[src/rtl/raster_pkg.sv]
// raster_pkg: shared widths, register identifiers, offsets and the address
// decoder for the raster timing generator.
// Assumes a 12-bit byte-offset bus and 32-bit registers.
package raster_pkg;

    localparam int ADDR_W   = 12;
    localparam int DATA_W   = 32;
    localparam int NUM_REGS = 9;
    localparam int NUM_WIN  = 6;
    localparam int HALF_W   = DATA_W / 2;

    localparam logic [ADDR_W-1:0] LOCK_OFF   = 12'h07C;
    localparam logic [DATA_W-1:0] UNLOCK_KEY = 32'h0000_00AA;
    localparam int                ENABLE_BIT = 0;

    typedef enum logic [3:0] {
        RG_VTOT  = 4'd0,
        RG_VSYNC = 4'd1,
        RG_VACT  = 4'd2,
        RG_VBLK  = 4'd3,
        RG_HTOT  = 4'd4,
        RG_HSYNC = 4'd5,
        RG_HACT  = 4'd6,
        RG_HBLK  = 4'd7,
        RG_CTRL  = 4'd8,
        RG_NONE  = 4'd15
    } reg_id_e;

    // Map a byte offset onto a protected register, or RG_NONE.
    function automatic reg_id_e decode_off(input logic [ADDR_W-1:0] off);
        case (off)
            12'h000: return RG_VTOT;
            12'h004: return RG_VSYNC;
            12'h008: return RG_VACT;
            12'h228: return RG_VBLK;
            12'h010: return RG_HTOT;
            12'h014: return RG_HSYNC;
            12'h018: return RG_HACT;
            12'h22C: return RG_HBLK;
            12'h024: return RG_CTRL;
            default: return RG_NONE;
        endcase
    endfunction

endpackage

[src/rtl/raster_regfile.sv]
// raster_regfile: holds the protected timing registers and the one-shot
// unlock flag, and serves bus reads with one cycle of latency.
// Assumes at most one access per cycle. The key write opens the block and
// every other access closes it.
module raster_regfile
    import raster_pkg::*;
#(
    parameter int CNT_W = 16
) (
    input  logic                            clk,
    input  logic                            rst_n,
    input  logic                            bus_sel,
    input  logic                            bus_wr,
    input  logic [ADDR_W-1:0]               bus_addr,
    input  logic [DATA_W-1:0]               bus_wdata,
    output logic [DATA_W-1:0]               bus_rdata,
    output logic                            en_o,
    output logic [CNT_W-1:0]                htot_o,
    output logic [CNT_W-1:0]                vtot_o,
    output logic [NUM_WIN-1:0][DATA_W-1:0]  win_o
);

    logic [NUM_REGS-1:0][DATA_W-1:0] regs_q;
    logic                            open_q;
    reg_id_e                         hit;
    logic                            key_wr;

    assign hit    = decode_off(bus_addr);
    assign key_wr = bus_sel && bus_wr && (bus_addr == LOCK_OFF) && (bus_wdata == UNLOCK_KEY);

    // One-shot unlock: set by the key write, cleared by any other access.
    always_ff @(posedge clk) begin
        if (!rst_n)       open_q <= 1'b0;
        else if (bus_sel) open_q <= key_wr;
    end

    // Protected register storage, written only while open.
    for (genvar i = 0; i < NUM_REGS; i++) begin : g_reg
        always_ff @(posedge clk) begin
            if (!rst_n)
                regs_q[i] <= '0;
            else if (bus_sel && bus_wr && open_q && (hit == reg_id_e'(i)))
                regs_q[i] <= bus_wdata;
        end
    end

    // Registered read path: lock status, mapped register or zero.
    always_ff @(posedge clk) begin
        if (!rst_n)
            bus_rdata <= '0;
        else if (bus_sel && !bus_wr) begin
            if (bus_addr == LOCK_OFF)
                bus_rdata <= {{(DATA_W-1){1'b0}}, open_q};
            else if (hit != RG_NONE)
                bus_rdata <= regs_q[hit[3:0]];
            else
                bus_rdata <= '0;
        end
    end

    assign en_o     = regs_q[RG_CTRL][ENABLE_BIT];
    assign htot_o   = regs_q[RG_HTOT][CNT_W-1:0];
    assign vtot_o   = regs_q[RG_VTOT][CNT_W-1:0];
    assign win_o[0] = regs_q[RG_HSYNC];
    assign win_o[1] = regs_q[RG_HBLK];
    assign win_o[2] = regs_q[RG_HACT];
    assign win_o[3] = regs_q[RG_VSYNC];
    assign win_o[4] = regs_q[RG_VBLK];
    assign win_o[5] = regs_q[RG_VACT];

    // a locked write never changes storage.
    p_locked_write_r3: assert property (@(posedge clk) disable iff (!rst_n)
        (bus_sel && bus_wr && !open_q && hit != RG_NONE) |=> $stable(regs_q));
    // the key write opens the block for the following access.
    p_key_opens_r2: assert property (@(posedge clk) disable iff (!rst_n)
        key_wr |=> open_q);
    // any other access leaves the block locked.
    p_relock_r4: assert property (@(posedge clk) disable iff (!rst_n)
        (bus_sel && !key_wr) |=> !open_q);

    // Read data changes only in the cycle after a read access.
    p_rdata_hold_r5: assert property (@(posedge clk) disable iff (!rst_n)
        !(bus_sel && !bus_wr) |=> $stable(bus_rdata));

endmodule

[src/rtl/raster_downcounter.sv]
// raster_downcounter: a down-counter for one raster axis. It is held at the
// total while disabled. On each step it falls by one, or it reloads the total
// after zero. wrap_o flags a step taken at zero.
// Assumes total is stable while the counter runs.
module raster_downcounter #(
    parameter int CNT_W = 16
) (
    input  logic             clk,
    input  logic             rst_n,
    input  logic             en,
    input  logic             step,
    input  logic [CNT_W-1:0] total,
    output logic [CNT_W-1:0] cnt,
    output logic             wrap_o
);

    assign wrap_o = en && step && (cnt == '0);

    // Load while disabled, otherwise count down and reload after zero.
    always_ff @(posedge clk) begin
        if (!rst_n)        cnt <= '0;
        else if (!en)      cnt <= total;
        else if (wrap_o)   cnt <= total;
        else if (step)     cnt <= cnt - 1'b1;
    end

    // a disabled cycle leaves the counter at the total.
    p_hold_total_r6: assert property (@(posedge clk) disable iff (!rst_n)
        !en |=> (cnt == $past(total)));
    // a step above zero lowers the count by exactly one.
    p_decrement_r7: assert property (@(posedge clk) disable iff (!rst_n)
        (en && step && cnt != '0) |=> (!en || cnt == $past(cnt) - 1'b1));

endmodule

[src/rtl/raster_window.sv]
// raster_window: decodes one strobe from a count and a packed window word
// (start in the low half, stop in the high half).
// Assumes CNT_W does not exceed half the register width.
module raster_window
    import raster_pkg::*;
#(
    parameter int CNT_W = 16
) (
    input  logic              en,
    input  logic [CNT_W-1:0]  cnt,
    input  logic [DATA_W-1:0] win,
    output logic              out
);

    logic [CNT_W-1:0] start_v;
    logic [CNT_W-1:0] stop_v;

    assign start_v = win[CNT_W-1:0];
    assign stop_v  = win[HALF_W+CNT_W-1:HALF_W];

    // Strobe is high inside (stop, start], gated by enable.
    always_comb out = en && (cnt <= start_v) && (cnt > stop_v);

endmodule

[src/rtl/raster_sweep_gen.sv]
// raster_sweep_gen: the top level of the raster timing generator. It joins
// the protected register file, the two axis down-counters and six window
// decoders.
// Assumes CNT_W <= 16 and one bus access per cycle.
module raster_sweep_gen
    import raster_pkg::*;
#(
    parameter int CNT_W = 16
) (
    input  logic              clk,
    input  logic              rst_n,
    input  logic              bus_sel,
    input  logic              bus_wr,
    input  logic [11:0]       bus_addr,
    input  logic [31:0]       bus_wdata,
    output logic [31:0]       bus_rdata,
    output logic              h_sync,
    output logic              h_blank,
    output logic              h_active,
    output logic              v_sync,
    output logic              v_blank,
    output logic              v_active,
    output logic [CNT_W-1:0]  h_count,
    output logic [CNT_W-1:0]  v_count
);

    localparam int H_WINS = NUM_WIN / 2;

    logic                           en;
    logic [CNT_W-1:0]               htot, vtot;
    logic [NUM_WIN-1:0][DATA_W-1:0] win;
    logic [NUM_WIN-1:0]             strobe;
    logic                           h_wrap, v_wrap;

    raster_regfile #(.CNT_W(CNT_W)) u_regs (
        .clk(clk), .rst_n(rst_n),
        .bus_sel(bus_sel), .bus_wr(bus_wr), .bus_addr(bus_addr),
        .bus_wdata(bus_wdata), .bus_rdata(bus_rdata),
        .en_o(en), .htot_o(htot), .vtot_o(vtot), .win_o(win)
    );

    raster_downcounter #(.CNT_W(CNT_W)) u_hcnt (
        .clk(clk), .rst_n(rst_n), .en(en), .step(1'b1),
        .total(htot), .cnt(h_count), .wrap_o(h_wrap)
    );

    raster_downcounter #(.CNT_W(CNT_W)) u_vcnt (
        .clk(clk), .rst_n(rst_n), .en(en), .step(h_wrap),
        .total(vtot), .cnt(v_count), .wrap_o(v_wrap)
    );

    // Windows 0..2 follow the horizontal count, windows 3..5 the vertical.
    for (genvar w = 0; w < NUM_WIN; w++) begin : g_win
        raster_window #(.CNT_W(CNT_W)) u_win (
            .en(en),
            .cnt((w < H_WINS) ? h_count : v_count),
            .win(win[w]),
            .out(strobe[w])
        );
    end

    assign h_sync   = strobe[0];
    assign h_blank  = strobe[1];
    assign h_active = strobe[2];
    assign v_sync   = strobe[3];
    assign v_blank  = strobe[4];
    assign v_active = strobe[5];

    // the vertical count moves only on a horizontal zero.
    p_vstep_only_on_hzero_r8: assert property (@(posedge clk) disable iff (!rst_n)
        (en && h_count != '0) |=> (!en || $stable(v_count)));
    // a frame wrap reloads both counters together.
    p_frame_wrap_r8: assert property (@(posedge clk) disable iff (!rst_n)
        (v_wrap && en) |=> (!en || (h_count == $past(htot) && v_count == $past(vtot))));

endmodule

[config.mk]
export PLATFORM = sky130hd
export DESIGN_NAME = raster_sweep_gen
export DESIGN_NICKNAME = d
export VERILOG_FILES = /design/src/rtl/raster_pkg.sv /design/src/rtl/raster_regfile.sv /design/src/rtl/raster_downcounter.sv /design/src/rtl/raster_window.sv /design/src/rtl/raster_sweep_gen.sv
export SDC_FILE = /design/constraint.sdc
export NUM_CORES = 1
export LEC_CHECK = 0
export BUFFER_PORTS_ARGS = -buffer_cell sky130_fd_sc_hd__buf_4
export CAP_MARGIN = 20
export CORE_ASPECT_RATIO = 1.5
export CORE_MARGIN = 1.5
export CORE_UTILIZATION = 40
export CTS_BUF_LIST = sky130_fd_sc_hd__clkbuf_8
export CTS_CLUSTER_SIZE = 24
export DETAILED_ROUTE_END_ITERATION = 8
export GPL_TIMING_DRIVEN = 0
export MAX_ROUTING_LAYER = met4
export PLACE_DENSITY = 0.65
export SYNTH_ARGS = -nofsm -noshare
export SYNTH_HDL_FRONTEND = slang
export SYNTH_SLANG_ARGS = --single-unit
[constraint.sdc]
create_clock -name clk -period 2.5 [get_ports clk]
set_clock_uncertainty 0.05 [all_clocks]
set_input_delay 0.5 -clock clk [delete_from_list [all_inputs] [get_ports clk]]
set_output_delay 0.5 -clock clk [all_outputs]
set_load 0.02 [all_outputs]
Word level (Yosys, flattened, before mapping)
Cells that the tools add are included.

word-level totals
  bits in registers = 353

operators by class
  reduce and logical (&&, ||, !) cells = 34
  muxes and demuxes = 10
  $add $sub $neg = 2
  equality and inequality tests = 20
  order comparisons = 13

operators by type and width
  kind                                                                           number
  32-bit binary-select mux with 4-bit select                                     1
  16-bit greater-than comparator                                                 6
  16-bit <= comparator                                                           6
  32-bit 2-to-1 mux                                                              3
  16-bit 2-to-1 mux                                                              5
  12-bit by 5-bit == test with 1-bit output (second input constant)              3
  4-bit one-hot mux with 9 select lines                                          1
  32-bit by 8-bit == test with 1-bit output (second input constant)              1
  16-bit zero test                                                               2
  16-bit by 1-bit subtractor with 16-bit output (second input constant)          2
  1-bit logical AND                                                              29
  12-bit by 10-bit == test with 1-bit output (second input constant)             2
  4-bit by 3-bit == test with 1-bit output (second input constant)               4
  12-bit by 3-bit == test with 1-bit output (second input constant)              1
  12-bit by 4-bit == test with 1-bit output (second input constant)              1
  12-bit by 6-bit == test with 1-bit output (second input constant)              1
  12-bit by 7-bit == test with 1-bit output (second input constant)              1
  12-bit zero test                                                               1
  4-bit by 2-bit == test with 1-bit output (second input constant)               2
  4-bit by 5-bit less-than comparator with 1-bit output (second input constant)  1
  4-bit by 1-bit == test with 1-bit output (second input constant)               1
  4-bit == test (second input constant)                                          1
  4-bit zero test                                                                1
  4-bit inequality test (second input constant)                                  1
  2 further kinds                                                                2

Depth between registers and ports, before layout
Gate-level depths: netlist of run 1.

  depth after elaboration = 6
  mapped depth = 11

Cells and area by module
A second synthesis of run 1 with hierarchy kept.

unflattened totals
  cell total of the unflattened synthesis = 3060
  area, all modules = 23070.9 um^2

modules (own cells, without submodules)
  module              times used  sequential area each (um^2)  area each (um^2)  cells each
  raster_regfile      1           6426.2                       15980.3           2117
  raster_window       6           0.0                          839.6             112
  raster_downcounter  2           320.3                        1024.7            135
  raster_sweep_gen    1           0.0                          3.8               1

Least setup slack after synthesis of run 1
OpenSTA, ideal clock, no wires.

  path type = reg-to-output
  start point = reg u_vcnt.cnt[7]
  end point = out v_active
  arrival = 2798 ps
  buffers on the path = 0
  required time = 1950 ps
  stages on the path, launching flop included = 7
  slack = -848 ps
  cells stage by stage = dfxtp_1 > ha_1 > a2111oi_0 > nand2_1 > a31oi_1 > o221ai_1 > a2111oi_0

between the ends
  cells in the longest elaborated chain, start to end = 3
  elaborated cells between the ends (all ways) = 4
  classes of those cells = order compare (2); reduce/logical (2)

RTL lines
  what                    line                      source
  start, declared         raster_downcounter.sv:13  output logic [CNT_W-1:0] cnt,
  start signal, assigned  raster_downcounter.sv:22  else if (!en) cnt <= total;
  start signal, assigned  raster_downcounter.sv:23  else if (wrap_o) cnt <= total;
  start signal, assigned  raster_downcounter.sv:24  else if (step) cnt <= cnt - 1'b1;
  16-bit <= comparator    raster_window.sv:22       always_comb out = en && (cnt <= start_v) && (cnt > stop_v);
  1-bit logical AND       raster_window.sv:22
  1-bit logical AND *     raster_window.sv:22
  end, declared           raster_sweep_gen.sv:22    output logic v_active,

Every way passes the cells marked *; elsewhere a longest branch is shown, timed or not.

Final worst setup path of run 1
  start point = reg u_hcnt.cnt[11]
  end point = out h_blank

between the ends
  cells in the longest elaborated chain, start to end = 3
  elaborated cells between the ends (all ways) = 4
  classes of those cells = order compare (2); reduce/logical (2)

RTL lines
  what                    line                      source
  start, declared         raster_downcounter.sv:13
  start signal, assigned  raster_downcounter.sv:22
  start signal, assigned  raster_downcounter.sv:23
  start signal, assigned  raster_downcounter.sv:24
  16-bit <= comparator    raster_window.sv:22
  1-bit logical AND       raster_window.sv:22
  1-bit logical AND *     raster_window.sv:22
  end, declared           raster_sweep_gen.sv:18    output logic h_blank,

Marks and branches as above.

==> results of run 1 <==
[worst paths after layout]
path,from,endpoint,slack [ns],cells after the start
setup / recovery,u_hcnt.cnt[11],h_blank,-0.80,7
hold / removal,rst_n,u_vcnt.cnt[12],0.11,3
setup reg to reg,u_hcnt.cnt[1],u_vcnt.cnt[5],-0.10,7
hold reg to reg,u_regs.regs_q[21],u_regs.regs_q[21],0.40,2
[tightest hold or removal path, stage by stage]
cell and delay, ns:
buf_4 0.14, o21ai_0 0.08, a311oi_1 0.05
[synth_stat cells (all sizes together) (39+ instances only)]
cell type and instances:
dfxtp 353, ha 194, clkbuf 114, nand4 39, a21oi 349, inv 190, o21ai 81, o22ai 64
nor2 171, nand2 646, nor4 43, buf 71
[cells by family after synthesis]
kind of cell	count (synthesis)	synth area share (%)
XOR/XNOR	15	0.6598
buffers and inverters	375	7.743
AND/OR/NAND/NOR	1043	22.75
multiplexers	4	0.2325
AO/OA/AOI/OAI	690	20.93
adder cells (fa/ha/maj)	194	12.19
flip-flops	353	35.50
[metrics by stage]
step / setup slack [ns] / instances
2_1_floorplan: -0.05589 / 2674
3_3_place_gp: -1.616 / 3421
3_5_place_dp: -1.600 / 3422
4_1_cts: -0.7698 / 3599
5_1_grt: -0.8011 / 3616
6_report: -0.8042 / 3616
[cell type report]
class	instances	area (um2)
clock buffers	71	977.2
repair buffers	190	1678
inverters	190	724.4
diodes	2	5.005
plain buffers	180	868.3
clock inverters	21	141.4
well taps	663	829.5
flip-flops and latches	353	7217
multi-input cells	1946	12560
fillers	4766	24420
[per-layer routing]
metal  GRT usage (%)  vias up  share of wire, %
met5               -        -                 0
met1           33.72     9933                34
met4           34.50        0                12
met2           55.55     1077                47
li1                -     9715                 -
met3           5.479      457               6.7
[sequential cells by signal, indices dropped and copies added (netlist names)]
signal and cells:
u_regs.win_o 192, u_regs.vtot_o 16, u_vcnt.cnt 16, u_hcnt.cnt 16, u_regs.bus_rdata 32, u_regs.htot_o 16, u_regs.open_q 1, u_regs.regs_q 63
u_regs.en_o 1
[repair_timing]
action | CTS | global route
hold buffers | 0 | 0
gates cloned | 3 | 0
hold endpoints to repair | 0 | 0
buffers inserted | 83 | 20
setup endpoints to repair | 293 | 146
pin swaps | 47 | 44
gates resized for setup | 240 | 137
[power by group through the flow]
stage                     logic (mW)  registers (mW)  clock network (mW)
after floorplan                0.187            5.75                   0
after global placement         0.383            5.75                   0
after CTS                      0.392            5.59                5.14
final                          0.414            5.59                5.19
after detailed placement       0.387            5.75                   0
after global routing           0.419            5.59                5.38
==> results.yml, run 1 <==
critical_path:
  worstSetupStartpointType: "flip-flop"
  crit_required_ns: 1.95
  worstSetupPathType: "flip-flop to primary output"
  cp.arrival_ns: 2.75
  critPathMaxStageDelay_ns: 0.43
  critPathMaxFanout: 7
  cp.buffers_inverters: 1
  crit_path_end_kind: "primary output"
  crit_chain: "ha_1, a211oi_1, o21ai_0, o211ai_1, o311ai_4, a221oi_4, buf_6"
  crit_family: "compound AO/OA/AOI/OAI gates"
  worst_path_max_delay_cell: "a221oi_4"
pwr:
  power.leakage_nw: 9.527
  p_clk_share_pct: 46.4
  intPower_mw: 8.387
  switchingPower_mw: 2.803
  combPwrFrac_pct: 3.7
  finalPower_mw: 11.19
  p_sw_share_pct: 25.05
  seqPwrFrac_pct: 49.9
  ir_worst_vdd_mv: 0.3310
  pwr_density_cell_nw_per_um2: 447.6
grt:
  antenna_found_initial: 2
  grt-ovfl-total: 0
  grt_pass1_vias: 21399
  grt_start_max_net_pins: 13
  grt_pass1_wl_um: 126500
  grt_usage_pct: 34.18
sta:
  max-slew-margin-rel_pct: 30.61
  tns_ns: -4.904
  hold_viol_final: 0
  rsz0062_at_grt: "true"
  fin_crit_sh_pct: 132.2
  setup_ws_ns: -0.8042
  whs_ns: 0.1138
  max_freq_ghz: 0.3026
  period_needed_ns: 3.304
  tightest_slew_ns: 1.041
  slew_viol_final: 0
  setup_viol: 12
synth:
  synth-seq-area-share_pct: 35.50
  yosysTopAreaCellShare_pct: 35.50
  yosys.cell_types.count: 74
  synth_nets: 2916
  synth_top_area_cell: "dfxtp_1"
  ys.flop_type: "dfxtp_1"
  syn_inst: 2674
  netlist_top_cells_area: "dfxtp_1 (35%), ha_1 (12%), nand2_1 (12%), a21oi_1 (8.8%), inv_1 (3.6%)"
  synth_area_per_cell_um2: 7.445
  synth-seq-cells: 353
  ys_warn_count: 0
  async_flop_share_pct: 0
  synth-edff-count: 0
  netlist_area_um2: 19910
clock_tree:
  cts_buffer_depth: 3
  cts_buffers: 53
  cts-root-buf: "clkbuf_8"
  clock_latency_ns: 0.65
  clk_pin_slew_ns: 0.07
  cts_tree: "yes"
  htree_levels: 2
  clock_sinks: 353
min_path:
  hp-class: "input port to flip-flop"
drt:
  drc: 2
  vias: 21182
  vias_per_cell: 5.858
  first_pass_iters: 9
  wire_per_inst_um: 23.92
  ant_nets: 0
  route.final.wire_length_um: 86480
  initialDrtViolationCount: 1958
placed_design:
  dpl.hpwl_um: 63900
  routabilityCongestion: 0.9997
  io_buffers: 84
  placed_area_um2: 21490
floorplanning:
  dieWidth_um: 185.2
  start_util_pct: 40.28
  placementRows: 100
  die_h_um: 276.2
  io_pins: 118
  dieArea_um2: 51150
  core_um2: 49420
finish:
  utilization_pct: 50.59
  layout.nets: 3156
  layout_common_cells: "nand2_1 (642), a21oi_1 (325), dfxtp_1 (299), inv_1 (192), buf_4 (167)"
  layout-drive-gt1-share_pct: 20.54
  postLayoutCellArea_um2: 25000
  final_common_cell: "nand2_1"
  syn_to_final_growth_pct: 25.58
outcome:
  failed_checks: "DRC, setup timing"
  status: "finished, violations left"
flow_run:
  drv_cap: 0
No activity file was read; power rests on OpenSTA's default activity.
==> run 2, diff against run 1 <==
Settings changed: PLACE_DENSITY 0.65 to 0.63.
Clock period 2.5 ns to 3.64 ns, I/O delays scaled along.
==> results.yml, run 2 (synthesis gave the netlist of run 1 again) <==
grt:
  grt_pass1_vias: 20435
  grt_pass1_wl_um: 122700
  grt_start_max_net_pins: 14
  antenna_found_initial: 1
  grt-ovfl-total: 0
  grt_usage_pct: 33.17
critical_path:
  crit_required_ns: 2.86
  worstSetupPathType: "flip-flop to primary output"
  crit_path_end_kind: "primary output"
  r2r_start: "u_hcnt.cnt[0]"
  worstSetupStartpointType: "flip-flop"
  critPathMaxFanout: 10
  worstSetupStartpoint: "u_vcnt.cnt[15]"
  r2r_end: "u_hcnt.cnt[15]"
  rrSetupSlack_ns: 0.18
  cp.arrival_ns: 2.81
  rr_worst_depth: 9
drt:
  drc: 0
  wire_per_inst_um: 23.33
  initialDrtViolationCount: 1698
  route.final.wire_length_um: 82480
  first_pass_iters: 6
  vias_per_cell: 5.757
  ant_nets: 0
  vias: 20355
sta:
  max_freq_ghz: 0.2785
  slew_viol_final: 0
  max-slew-margin-rel_pct: 29.45
  tightest_slew_ns: 1.058
  setup_viol: 0
  hold_viol_final: 0
  period_needed_ns: 3.591
  tns_ns: 0
  fin_crit_sh_pct: 98.66
min_path:
  min_to: "u_vcnt.cnt[12]"
  hp-class: "input port to flip-flop"
  min_from: "rst_n"
  holdPathStages: 3
floorplanning:
  io_pins: 118
  start_util_pct: 40.28
  core_um2: 49420
  dieWidth_um: 185.2
  die_h_um: 276.2
  dieArea_um2: 51150
  placementRows: 100
clock_tree:
  cts_buffers: 53
  clock_latency_ns: 0.63
  htree_levels: 2
  cts_buffer_depth: 3
  cts-root-buf: "clkbuf_8"
  clk_pin_slew_ns: 0.08
  clock_sinks: 353
  cts_tree: "yes"
pwr:
  pwr_density_cell_nw_per_um2: 333.9
  power.leakage_nw: 8.772
  ir_worst_vdd_mv: 0.2225
  finalPower_mw: 7.655
finish:
  layout_common_cells: "nand2_1 (643), a21oi_1 (347), dfxtp_1 (320), inv_1 (200), ha_1 (193)"
  fill_cells: 4970
  layout.nets: 3074
  largest_reg_flops: 192
  syn_to_final_growth_pct: 15.14
  layout.cells.non_filler: 3536
  final_common_cell: "nand2_1"
  layout-drive-gt1-share_pct: 11.77
outcome:
  status: "finished clean"
placed_design:
  dpl.hpwl_um: 63890
  routabilityCongestion: 1.005
  io_buffers: 84
  dp_cells: 3422
flow_run:
  drv_cap: 0
run 2: changes by cell type in the layout (fill, tap and decap cells not counted), sizes merged:
cell,change
clkinvlp,+2
diode,-1
buf,-89
inv,+2
clkbuf,+6
run 2: how the worst max path moves through the flow:
stage | endpoint | slack, ns | cells past startpoint
after detailed placement | u_regs.win_o[164] | -0.63 | 9
after floorplan | v_active | 0.06 | 6
after global placement | u_regs.win_o[166] | -0.57 | 9
after CTS | h_blank | 0.004 | 9
final | v_sync | 0.05 | 7
after global routing | h_blank | -0.01 | 9
run 2: worst max-delay path: stages (launching register included):
cell and delay (ns):
dfxtp_4 0.41, ha_1 0.41, a211o_1 0.30, a21oi_2 0.15, o21ai_0 0.13, o21ai_2 0.33, o311a_1 0.29, buf_4 0.16
run 2: per-stage QoR:
step           hold WS, ns  instance area, um2  setup slack (ns)  util, %
6_report            0.3515               22920           0.04890    46.38
5_1_grt             0.3541               22920         -0.009520    46.38
3_5_place_dp        0.3948               21380           -0.6287    43.26
2_1_floorplan       0.3819               19910           0.06389        -
3_3_place_gp        0.3891               21370           -0.5681    43.24
4_1_cts             0.3363               22710          0.003915    45.95
run 2: what timing repair did:
item / in CTS / in global routing
gates resized for setup: 69 / 23
endpoints found under the setup margin: 6 / 79
pin swaps: 6 / 4
hold buffers: 0 / 0
hold endpoints to repair: 0 / 0
setup buffers: 7 / 11
run 2: metal layers:
layer  vias up  global-route usage [%]  wire [um]
met5         -                       -          0
met4         0                   29.87       8824
met3       408                   4.189       4891
met2       920                   55.59      39820
met1      9476                   33.44      28950
li1       9551                       -          -
run 2: final cells by class:
type / instances / area [um2] / area share, %
Sequential cell: 353 / 7161 / 31.24
Multi-Input combinational cell: 1946 / 11470 / 50.03
Buffer: 185 / 828.3 / 3.613
Clock inverter: 25 / 163.9 / 0.7150
Timing Repair Buffer: 103 / 789.5 / 3.444
Antenna cell: 1 / 2.502 / 0.01092
Clock buffer: 70 / 963.4 / 4.203
Inverter: 190 / 716.9 / 3.128
Tap cell: 663 / 829.5 / 3.619
run 2: power breakdown:
group / switching, mW / internal (mW) / total [mW]
Clock: 1.68 / 1.86 / 3.54
Sequential: 0.00104 / 3.85 / 3.85
Combinational: 0.222 / 0.0494 / 0.271
